$ cat config.mk
export PLATFORM = sky130hd
export DESIGN_NAME = pbuf_page_mgr
export DESIGN_NICKNAME = d
export VERILOG_FILES = /design/src/rtl/pbuf_pkg.sv /design/src/rtl/pbuf_fifo.sv /design/src/rtl/pbuf_page_limit.sv /design/src/rtl/pbuf_rx_ctl.sv /design/src/rtl/pbuf_page_mgr.sv
export SDC_FILE = /design/constraint.sdc
export NUM_CORES = 2
export LEC_CHECK = 0
export BUFFER_PORTS_ARGS = -buffer_cell sky130_fd_sc_hd__buf_4
export CAP_MARGIN = 30
export CORE_UTILIZATION = 60
export CTS_BUF_LIST = sky130_fd_sc_hd__clkbuf_16
export DETAILED_ROUTE_END_ITERATION = 16
export GPL_TIMING_DRIVEN = 0
export HOLD_SLACK_MARGIN = 0.03
export PLACE_DENSITY = 0.76
export SLEW_MARGIN = 5
export SYNTH_ARGS = -nofsm -noshare
export SYNTH_HDL_FRONTEND = slang
export SYNTH_SLANG_ARGS = --single-unit
$ cat constraint.sdc
create_clock -name clk -period 7.8 [get_ports clk]
set_input_delay 1.17 -clock clk [delete_from_list [all_inputs] [get_ports clk]]
set_output_delay 1.17 -clock clk [all_outputs]
set_load 0.005 [all_outputs]
$ cat src/rtl/pbuf_pkg.sv
package pbuf_pkg;
   typedef enum logic [1:0] {
      Q_FREE = 2'd0,
      Q_XMIT = 2'd1,
      Q_DONE = 2'd2,
      Q_RECV = 2'd3
   } qsel_e;
   localparam int NUM_Q = 4;
endpackage

$ cat src/rtl/pbuf_fifo.sv
module pbuf_fifo #(
   parameter int W     = 8,
   parameter int DEPTH = 128,
   parameter int CW    = $clog2(DEPTH + 1)
) (
   input  logic          clk,
   input  logic          rst,
   input  logic          push,
   input  logic [W-1:0]  din,
   input  logic          pop,
   output logic [W-1:0]  head,
   output logic [CW-1:0] count,
   output logic          empty
);
   localparam int AW = (DEPTH > 1) ? $clog2(DEPTH) : 1;
   localparam logic [CW-1:0] DEPTH_C = CW'(DEPTH);

   if (DEPTH < 2) begin : g_bad_depth
      $error("pbuf_fifo: DEPTH must be at least 2");
   end
   if ((1 << CW) <= DEPTH) begin : g_bad_cw
      $error("pbuf_fifo: CW too narrow for DEPTH");
   end

   logic [W-1:0]  mem [DEPTH];
   logic [AW-1:0] wr_ptr, rd_ptr, wr_nxt, rd_nxt;
   logic          full, push_ok, pop_ok;

   assign empty   = (count == '0);
   assign full    = (count == DEPTH_C);
   assign push_ok = push && !full;
   assign pop_ok  = pop && !empty;
   assign head    = empty ? '0 : mem[rd_ptr];

   if ((1 << AW) == DEPTH) begin : g_pow2
      assign wr_nxt = wr_ptr + 1'b1;
      assign rd_nxt = rd_ptr + 1'b1;
   end else begin : g_mod
      assign wr_nxt = (wr_ptr == AW'(DEPTH - 1)) ? '0 : wr_ptr + 1'b1;
      assign rd_nxt = (rd_ptr == AW'(DEPTH - 1)) ? '0 : rd_ptr + 1'b1;
   end

   always_ff @(posedge clk) begin
      if (rst) begin
         wr_ptr <= '0;
         rd_ptr <= '0;
         count  <= '0;
      end else begin
         if (push_ok) wr_ptr <= wr_nxt;
         if (pop_ok)  rd_ptr <= rd_nxt;
         case ({push_ok, pop_ok})
            2'b10:   count <= count + 1'b1;
            2'b01:   count <= count - 1'b1;
            default: count <= count;
         endcase
      end
   end

   always_ff @(posedge clk) begin
      if (push_ok) mem[wr_ptr] <= din;
   end

   AST_CNT_BOUND: assert property (@(posedge clk) disable iff (rst)
      count <= DEPTH_C);
   AST_EMPTY_POP: assert property (@(posedge clk) disable iff (rst)
      (empty && pop && !push) |=> (count == '0));
   AST_FULL_PUSH: assert property (@(posedge clk) disable iff (rst)
      (full && push && !pop) |=> (count == DEPTH_C));
endmodule

$ cat src/rtl/pbuf_page_limit.sv
module pbuf_page_limit #(
   parameter int PW         = 8,
   parameter int SMALL_LAST = 63,
   parameter int LARGE_LAST = 127
) (
   input  logic          mem_large,
   input  logic [PW-1:0] page,
   output logic [PW-1:0] last_page,
   output logic          page_ok
);
   localparam logic [PW-1:0] SL = PW'(SMALL_LAST);
   localparam logic [PW-1:0] LL = PW'(LARGE_LAST);

   if (LARGE_LAST >= (1 << PW)) begin : g_bad_large
      $error("pbuf_page_limit: LARGE_LAST does not fit a page number");
   end
   if (SMALL_LAST < 1 || SMALL_LAST > LARGE_LAST) begin : g_bad_small
      $error("pbuf_page_limit: SMALL_LAST out of range");
   end

   assign last_page = mem_large ? LL : SL;
   assign page_ok   = (page != '0) && (page <= last_page);
endmodule

$ cat src/rtl/pbuf_rx_ctl.sv
module pbuf_rx_ctl (
   input  logic clk,
   input  logic rst,
   input  logic rx_req,
   input  logic rxd_clr,
   input  logic free_empty,
   input  logic recv_full,
   output logic alloc,
   output logic rx_disabled
);
   logic starve;

   assign alloc  = rx_req && !rx_disabled && !free_empty && !recv_full;
   assign starve = rx_req && !rx_disabled && free_empty;

   always_ff @(posedge clk) begin
      if (rst)          rx_disabled <= 1'b0;
      else if (starve)  rx_disabled <= 1'b1;
      else if (rxd_clr) rx_disabled <= 1'b0;
   end

   AST_RXD_SET: assert property (@(posedge clk) disable iff (rst)
      (rx_req && !rx_disabled && free_empty) |=> rx_disabled);
   AST_RXD_STICKY: assert property (@(posedge clk) disable iff (rst)
      (rx_disabled && !rxd_clr) |=> rx_disabled);
endmodule

$ cat src/rtl/pbuf_page_mgr.sv
module pbuf_page_mgr
   import pbuf_pkg::*;
#(
   parameter int PW         = 8,
   parameter int DEPTH      = 128,
   parameter int SMALL_LAST = 63,
   parameter int LARGE_LAST = 127,
   localparam int CW        = $clog2(DEPTH + 1)
) (
   input  logic          clk,
   input  logic          rst,
   input  logic          mem_large,
   output logic [PW-1:0] last_page,
   input  logic          host_wr_en,
   input  logic [1:0]    host_wr_sel,
   input  logic [PW-1:0] host_wr_data,
   input  logic          host_rd_en,
   input  logic [1:0]    host_rd_sel,
   output logic [PW-1:0] host_rd_data,
   output logic [CW-1:0] free_count,
   output logic [CW-1:0] xmit_count,
   output logic [CW-1:0] done_count,
   output logic [CW-1:0] recv_count,
   input  logic          rx_req,
   input  logic          rxd_clr,
   output logic          rx_disabled,
   output logic          rx_not_empty,
   output logic [PW-1:0] tx_head,
   output logic          tx_pending,
   input  logic          tx_complete,
   input  logic [PW-1:0] tx_status,
   output logic          done_not_empty
);
   localparam logic [CW-1:0] DEPTH_C = CW'(DEPTH);

   if (LARGE_LAST >= DEPTH) begin : g_bad_fit
      $error("pbuf_page_mgr: queue depth must exceed the page count");
   end

   logic [NUM_Q-1:0] q_push, q_pop, q_empty;
   logic [PW-1:0]    q_din  [NUM_Q];
   logic [PW-1:0]    q_head [NUM_Q];
   logic [CW-1:0]    q_cnt  [NUM_Q];

   qsel_e wsel, rsel;
   logic  page_ok, alloc, recv_full;

   assign wsel = qsel_e'(host_wr_sel);
   assign rsel = qsel_e'(host_rd_sel);

   pbuf_page_limit #(
      .PW(PW), .SMALL_LAST(SMALL_LAST), .LARGE_LAST(LARGE_LAST)
   ) u_limit (
      .mem_large (mem_large),
      .page      (host_wr_data),
      .last_page (last_page),
      .page_ok   (page_ok)
   );

   assign recv_full = (q_cnt[Q_RECV] == DEPTH_C);

   pbuf_rx_ctl u_rx (
      .clk         (clk),
      .rst         (rst),
      .rx_req      (rx_req),
      .rxd_clr     (rxd_clr),
      .free_empty  (q_empty[Q_FREE]),
      .recv_full   (recv_full),
      .alloc       (alloc),
      .rx_disabled (rx_disabled)
   );

   always_comb begin
      q_push         = '0;
      q_pop          = '0;
      q_din[Q_FREE]  = host_wr_data;
      q_din[Q_XMIT]  = host_wr_data;
      q_din[Q_DONE]  = tx_status;
      q_din[Q_RECV]  = q_head[Q_FREE];

      q_push[Q_FREE] = host_wr_en && (wsel == Q_FREE) && page_ok;
      q_push[Q_XMIT] = host_wr_en && (wsel == Q_XMIT);
      q_push[Q_DONE] = tx_complete && !q_empty[Q_XMIT];
      q_push[Q_RECV] = alloc;

      q_pop[Q_FREE]  = alloc || (host_rd_en && (rsel == Q_FREE));
      q_pop[Q_XMIT]  = tx_complete;
      q_pop[Q_DONE]  = host_rd_en && (rsel == Q_DONE);
      q_pop[Q_RECV]  = host_rd_en && (rsel == Q_RECV);
   end

   for (genvar g = 0; g < NUM_Q; g++) begin : g_q
      pbuf_fifo #(.W(PW), .DEPTH(DEPTH), .CW(CW)) u_fifo (
         .clk   (clk),
         .rst   (rst),
         .push  (q_push[g]),
         .din   (q_din[g]),
         .pop   (q_pop[g]),
         .head  (q_head[g]),
         .count (q_cnt[g]),
         .empty (q_empty[g])
      );
   end

   always_comb begin
      host_rd_data = '0;
      if (host_rd_en) begin
         case (rsel)
            Q_FREE:  host_rd_data = alloc ? '0 : q_head[Q_FREE];
            Q_DONE:  host_rd_data = q_head[Q_DONE];
            Q_RECV:  host_rd_data = q_head[Q_RECV];
            default: host_rd_data = '0;
         endcase
      end
   end

   assign free_count     = q_cnt[Q_FREE];
   assign xmit_count     = q_cnt[Q_XMIT];
   assign done_count     = q_cnt[Q_DONE];
   assign recv_count     = q_cnt[Q_RECV];
   assign tx_head        = q_head[Q_XMIT];
   assign tx_pending     = !q_empty[Q_XMIT];
   assign rx_not_empty   = !q_empty[Q_RECV];
   assign done_not_empty = !q_empty[Q_DONE];

   AST_RX_MOVE: assert property (@(posedge clk) disable iff (rst)
      alloc |=> (recv_count != '0));
   AST_FREE_NONZERO: assert property (@(posedge clk) disable iff (rst)
      (free_count != '0) |-> (q_head[Q_FREE] != '0));
   AST_SHARED_POP: assert property (@(posedge clk) disable iff (rst)
      (alloc && host_rd_en && (rsel == Q_FREE) && !host_wr_en)
      |=> (free_count == $past(free_count) - 1'b1));
   AST_DONE_APPEND: assert property (@(posedge clk) disable iff (rst)
      (tx_complete && tx_pending && (done_count != DEPTH_C)
       && !(host_rd_en && (rsel == Q_DONE)))
      |=> (done_count == $past(done_count) + 1'b1));
endmodule

Word level (Yosys, flattened, before mapping) --
Memory sizes are Yosys's and may differ from the RTL's. A register that Yosys moved wholly into a read port is not among the register bits. Cells that the tools add are included. Widths: inputs -> output; s select.
Operators by class: add/subtract/negate cells 16, $lt $le $gt $ge 1, eq/ne operators 15, muxes and demuxes 30, reductions and logical operators 41
Operator list (count):
- $pmux 8 s2 | 4
- $mux 7 | 9
- $add 7x1->7 const B | 8
- $mux 8 | 6
- $add 8x1->8 const B | 4
- $eq 8x8->1 const B | 4
- $logic_not 8->1 | 4
- $sub 8x1->8 const B | 4
- $pmux 8 s3 | 1
- $logic_and 1x1->1 | 19
- $eq 2x2->1 const B | 6
- $eq 2x1->1 const B | 5
- $mux 1 | 10
- $reduce_bool 2->1 | 5
- $logic_not 1->1 | 9
- $le 8x8->1 | 1
- $reduce_bool 8->1 | 1
- $logic_not 2->1 | 2
- $logic_or 1x1->1 | 1
Word-level totals: register bits 89, memory bits (writable) 4096, input port bits 28, output and inout port bits 60, logic and storage cells 120, memories 4
Memories:
- g_q[0].u_fifo.mem | words 128, width 8, rd ports 1, clocked after memory_dff 1, write ports 1, RTL line pbuf_fifo.sv:25 | logic [W-1:0] mem [DEPTH];
- g_q[1].u_fifo.mem | words 128, width 8, rd ports 1, clocked after memory_dff 1, write ports 1, RTL line pbuf_fifo.sv:25
- g_q[2].u_fifo.mem | words 128, width 8, rd ports 1, clocked after memory_dff 1, write ports 1, RTL line pbuf_fifo.sv:25
- g_q[3].u_fifo.mem | words 128, width 8, rd ports 1, clocked after memory_dff 1, write ports 1, RTL line pbuf_fifo.sv:25

Logic depth before layout (Yosys ltp) --
word-level depth 8, gate-level depth with buffers 20, gate-level depth less buffers 17

Hierarchy --
A second synthesis with hierarchy kept.
Unflattened totals: cell total of the unflattened synthesis 9155, area, all modules 165816.5 sq um
Modules (own cells, without submodules):
- pbuf_fifo | times used 4, cells each 2275, area an instance 41342.2 sq um, sequential area each 31330.0 sq um
- pbuf_page_mgr | times used 1, cells each 33, area an instance 275.3 sq um, sequential area each 0.0 sq um
- pbuf_page_limit | times used 1, cells each 17, area an instance 118.9 sq um, sequential area each 0.0 sq um
- pbuf_rx_ctl | times used 1, cells each 5, area an instance 53.8 sq um, sequential area each 20.0 sq um

Worst setup path after synthesis --
No wires, ideal clock.
path kind register to register, start point reg with a tool-made name, end point mem g_q[3].u_fifo.mem[0][7] (data pin), setup time 0.795 ns, arrival time 5.033 ns, data required time 7.005 ns, setup slack 1.972 ns, stages on the path, launching flop included 10, path buffers 4, period minus slack after synthesis 5.828 ns, path through dfxtp_1 > buf_2 > buf_2 > clkbuf_1 > clkbuf_1 > mux4_2 > a221oi_1 > o221ai_1 > nor3_1 > nor2_1
RTL lines (RTL line):
- end, declared | pbuf_fifo.sv:25

==> impl_metrics.env <==
export IMPL_synth_avg_cell_area_um2=21.5
export IMPL_hold_depth=2
export IMPL_drc_errors=0
export IMPL_maxSlewHeadroom_pct=22.8
export IMPL_final_util_pct=67.8
export IMPL_hold_viol=0
export IMPL_fmax_ghz=0.127
export IMPL_hold_buffers=0
export IMPL_cp_num_buf_inv=4
export IMPL_synthCells=7580
export IMPL_crit_path_frequent_cell="o221ai_1"
export IMPL_clock_sinks=4213
export IMPL_clk_pin_slew_ns=0.06
export IMPL_postPlaceCellArea_um2=170000
export IMPL_crit_family="buffers and inverters"
export IMPL_finalWorstSetupSlack_ns=-0.0667
export IMPL_ys_async_sr_fraction_pct=0
export IMPL_antenna_found_initial=12
export IMPL_cp_slowest_cell="clkbuf_1"
export IMPL_grt_use_total_pct=32.0
export IMPL_maxCapViolCount=0
export IMPL_worst_path_stages=11
export IMPL_p_leak_uw=0.0563
export IMPL_endpoint_kind="primary output"
export IMPL_cts_tree="done"
export IMPL_dieArea_um2=274000
export IMPL_worstPathCellList="buf_2 -> clkbuf_1 -> buf_1 -> mux4_2 -> a22oi_1 -> a21oi_1 -> nor2_1 -> o221ai_1 -> nor3_2 -> o221ai_1 -> buf_4"
export IMPL_numCtsBuffers=412
export IMPL_wirelength_um=436000
export IMPL_path_class="reg2out"
export IMPL_status="complete, but fails checks"
export IMPL_drtAntennaViolNets=0
export IMPL_layout_commonest_cell="edfxtp_1"
export IMPL_tightest_slew_ns=1.16
export IMPL_synth_top_area_share_pct=75.3
export IMPL_first_pass_iters=10
export IMPL_grt_overflow_total=0
export IMPL_final_area_um2=184000
export IMPL_crit_arrival_ns=6.70
export IMPL_ir_worst_vdd_uv=283
export IMPL_clockRootBuffer="clkbuf_16"
export IMPL_setup_tns_final_ns=-0.0905
export IMPL_crit_path_max_fanout=10
export IMPL_drv_slew=0
export IMPL_pwr_density_cell_nw_per_um2=295
export IMPL_layout_drive_gt1_share_pct=24.9
export IMPL_io_buffers=79
export IMPL_rsz0062_at_grt="false"
export IMPL_clockBufferDepth=4
export IMPL_reg2reg_depth=12
export IMPL_hold_slack_ns=0.503
export IMPL_final_cell_mix="edfxtp_1 (4096), mux4_2 (1126), nor2_1 (642)"
export IMPL_required_ns=6.63
export IMPL_worstHoldEndpoint="g_q[1].u_fifo.count[2]"
export IMPL_start_kind="register"
export IMPL_dp_hpwl_um=278000
export IMPL_yosysWarnings=0
export IMPL_die_w_um=524
export IMPL_synth_edf_count=4096
export IMPL_fin_skew_ns=0.0423
export IMPL_cpPeakStageDelay_ns=0.85
export IMPL_vias=85400
export IMPL_worstHoldStart="g_q[1].u_fifo.count[2]"
export IMPL_die_height_um=524
export IMPL_min_path_type="reg2reg"
export IMPL_rr_endpoint="g_q[3].u_fifo.mem[108][4]"
export IMPL_synth_area_um2=163000
export IMPL_r2r_slack_ns=1.85
export IMPL_layout_min_cycle_time_ns=7.87
export IMPL_wl_per_cell_um=36.0
export IMPL_grt_max_degree=166
export IMPL_start_util_pct=60.3
export IMPL_seq_area_frac_synth_pct=76.7
export IMPL_synth_cell_type_count=76
export IMPL_pin_count=88
export IMPL_area_growth_pct=12.4
export IMPL_grt_pass1_vias=84400
export IMPL_num_rows=191
export IMPL_core_area_um2=271000
export IMPL_power_total_uw=54100
export IMPL_h_tree_depth=5
export IMPL_drt_iter0_markers=14400
export IMPL_post_cts_buffers=0
export IMPL_gp_congestion=1.09
export IMPL_via_per_inst=7.05
export IMPL_violations="negative setup slack"
export IMPL_grt_pass1_wl_um=614000
export IMPL_clock_latency_ns=0.93
export IMPL_fin_nets=8275
export IMPL_synthFlopType="edfxtp_1"
export IMPL_synth_top_cell_by_area="edfxtp_1"
export IMPL_min_period_over_period_pct=101
export IMPL_ys_ff_latch=4213
export IMPL_setup_viol=2
export IMPL_yosys_top_cells_area="edfxtp_1 (75%), mux4_2 (16%), nor2_1 (1.5%)"
[synthesized netlist by cell type (all sizes together) (6+ instances only)]
| cell type | number |
|---|---|
| edfxtp | 4096 |
| mux4 | 1126 |
| nor2 | 650 |
| buf | 211 |
| clkbuf | 205 |
| nand2 | 153 |
| a22oi | 120 |
| dfxtp | 117 |
| a21oi | 96 |
| mux2i | 94 |
| a22o | 76 |
| a221oi | 70 |
| nand3 | 45 |
| nor2b | 43 |
| inv | 38 |
| xor2 | 38 |
| o22ai | 36 |
| o21ai | 35 |
| ha | 33 |
| nand4 | 28 |
| xnor2 | 27 |
| nor3 | 26 |
| or3 | 17 |
| and2 | 15 |
| mux2 | 14 |
| nand3b | 14 |
| nor4 | 14 |
| nand2b | 12 |
| o211ai | 11 |
| o221ai | 11 |
| or4 | 10 |
| a21o | 8 |
| and3 | 8 |
| a2111oi | 6 |
| o31ai | 6 |
[tightest hold or removal path: cells and delay by family (launching register included)]
family | cells | cell delay [ns]
DFF | 1 | 0.33
and+or+nand+nor | 1 | 0.07
AOI/OAI and AO/OA | 1 | 0.05
[flip-flops by register name, indices dropped and copies added (netlist names), named ones only]
name               flops
g_q.u_fifo.mem      4096
g_q.u_fifo.count      32
g_q.u_fifo.wr_ptr     28
g_q.u_fifo.rd_ptr     28
u_rx.rx_disabled       1
[cells by family (layout without fill, tap and decap cells)]
logic type	Yosys count	in the layout	synth area share (%)
compound gates	516	516	2.29
simple gates	1059	1059	2.83
fa+ha+maj	36	36	0.290
xor+xnor	65	65	0.349
buf+inv	455	1405	1.30
mux	1234	1234	16.2
other cells	2	14	0.00460
flops	4213	4213	76.7
[area by class of cell]
class / count / area (um2)
Clock inverter: 315 / 2280
Inverter: 39 / 146
Fill cell: 16000 / 87200
Multi-Input combinational cell: 2917 / 36000
Buffer: 415 / 1980
Clock buffer: 423 / 10600
Sequential cell: 4213 / 125000
Antenna cell: 7 / 17.5
Tap cell: 3570 / 4470
Timing Repair Buffer: 213 / 2710
[stage by stage]
stage               worst slack (ns)  cells
CTS                           0.0134  12100
global route                   0.152  12100
floorplan                       1.97   7585
finish                       -0.0667  12100
global placement               -4.06  11200
detailed placement             0.827  11300
[timing repair]
| item | in CTS | in global routing |
|---|---|---|
| gates resized for setup | 5 | 0 |
| setup endpoints to repair | 5 | 1 |
| hold endpoints to repair | 0 | 0 |
[power breakdown]
part / internal (uW) / switching [uW] / leakage (uW)
combinational: 3170 / 5380 / 0.0118
clock: 10800 / 8440 / 0.00662
sequential: 26200 / 105 / 0.0379
[how the worst max path moves through the flow]
stage / start / endpoint / slack, ns
floorplan: register / g_q[3].u_fifo.mem[0][7] / 1.97
global placement: register / g_q[3].u_fifo.mem[87][1] / -4.06
detailed placement: register / host_rd_data[2] / 0.83
CTS: register / host_rd_data[5] / 0.01
global route: register / host_rd_data[4] / 0.15
finish: register / host_rd_data[2] / -0.07
[layer usage]
layer | vias up | routed length, um | track usage [%]
li1 | 33000 | - | -
met1 | 44300 | 153000 | 43.9
met2 | 6995 | 203000 | 48.8
met3 | 1131 | 58700 | 8.95
met4 | 10 | 20900 | 13.6
met5 | - | 85 | 0
No activity file was read; power rests on OpenSTA's default activity.
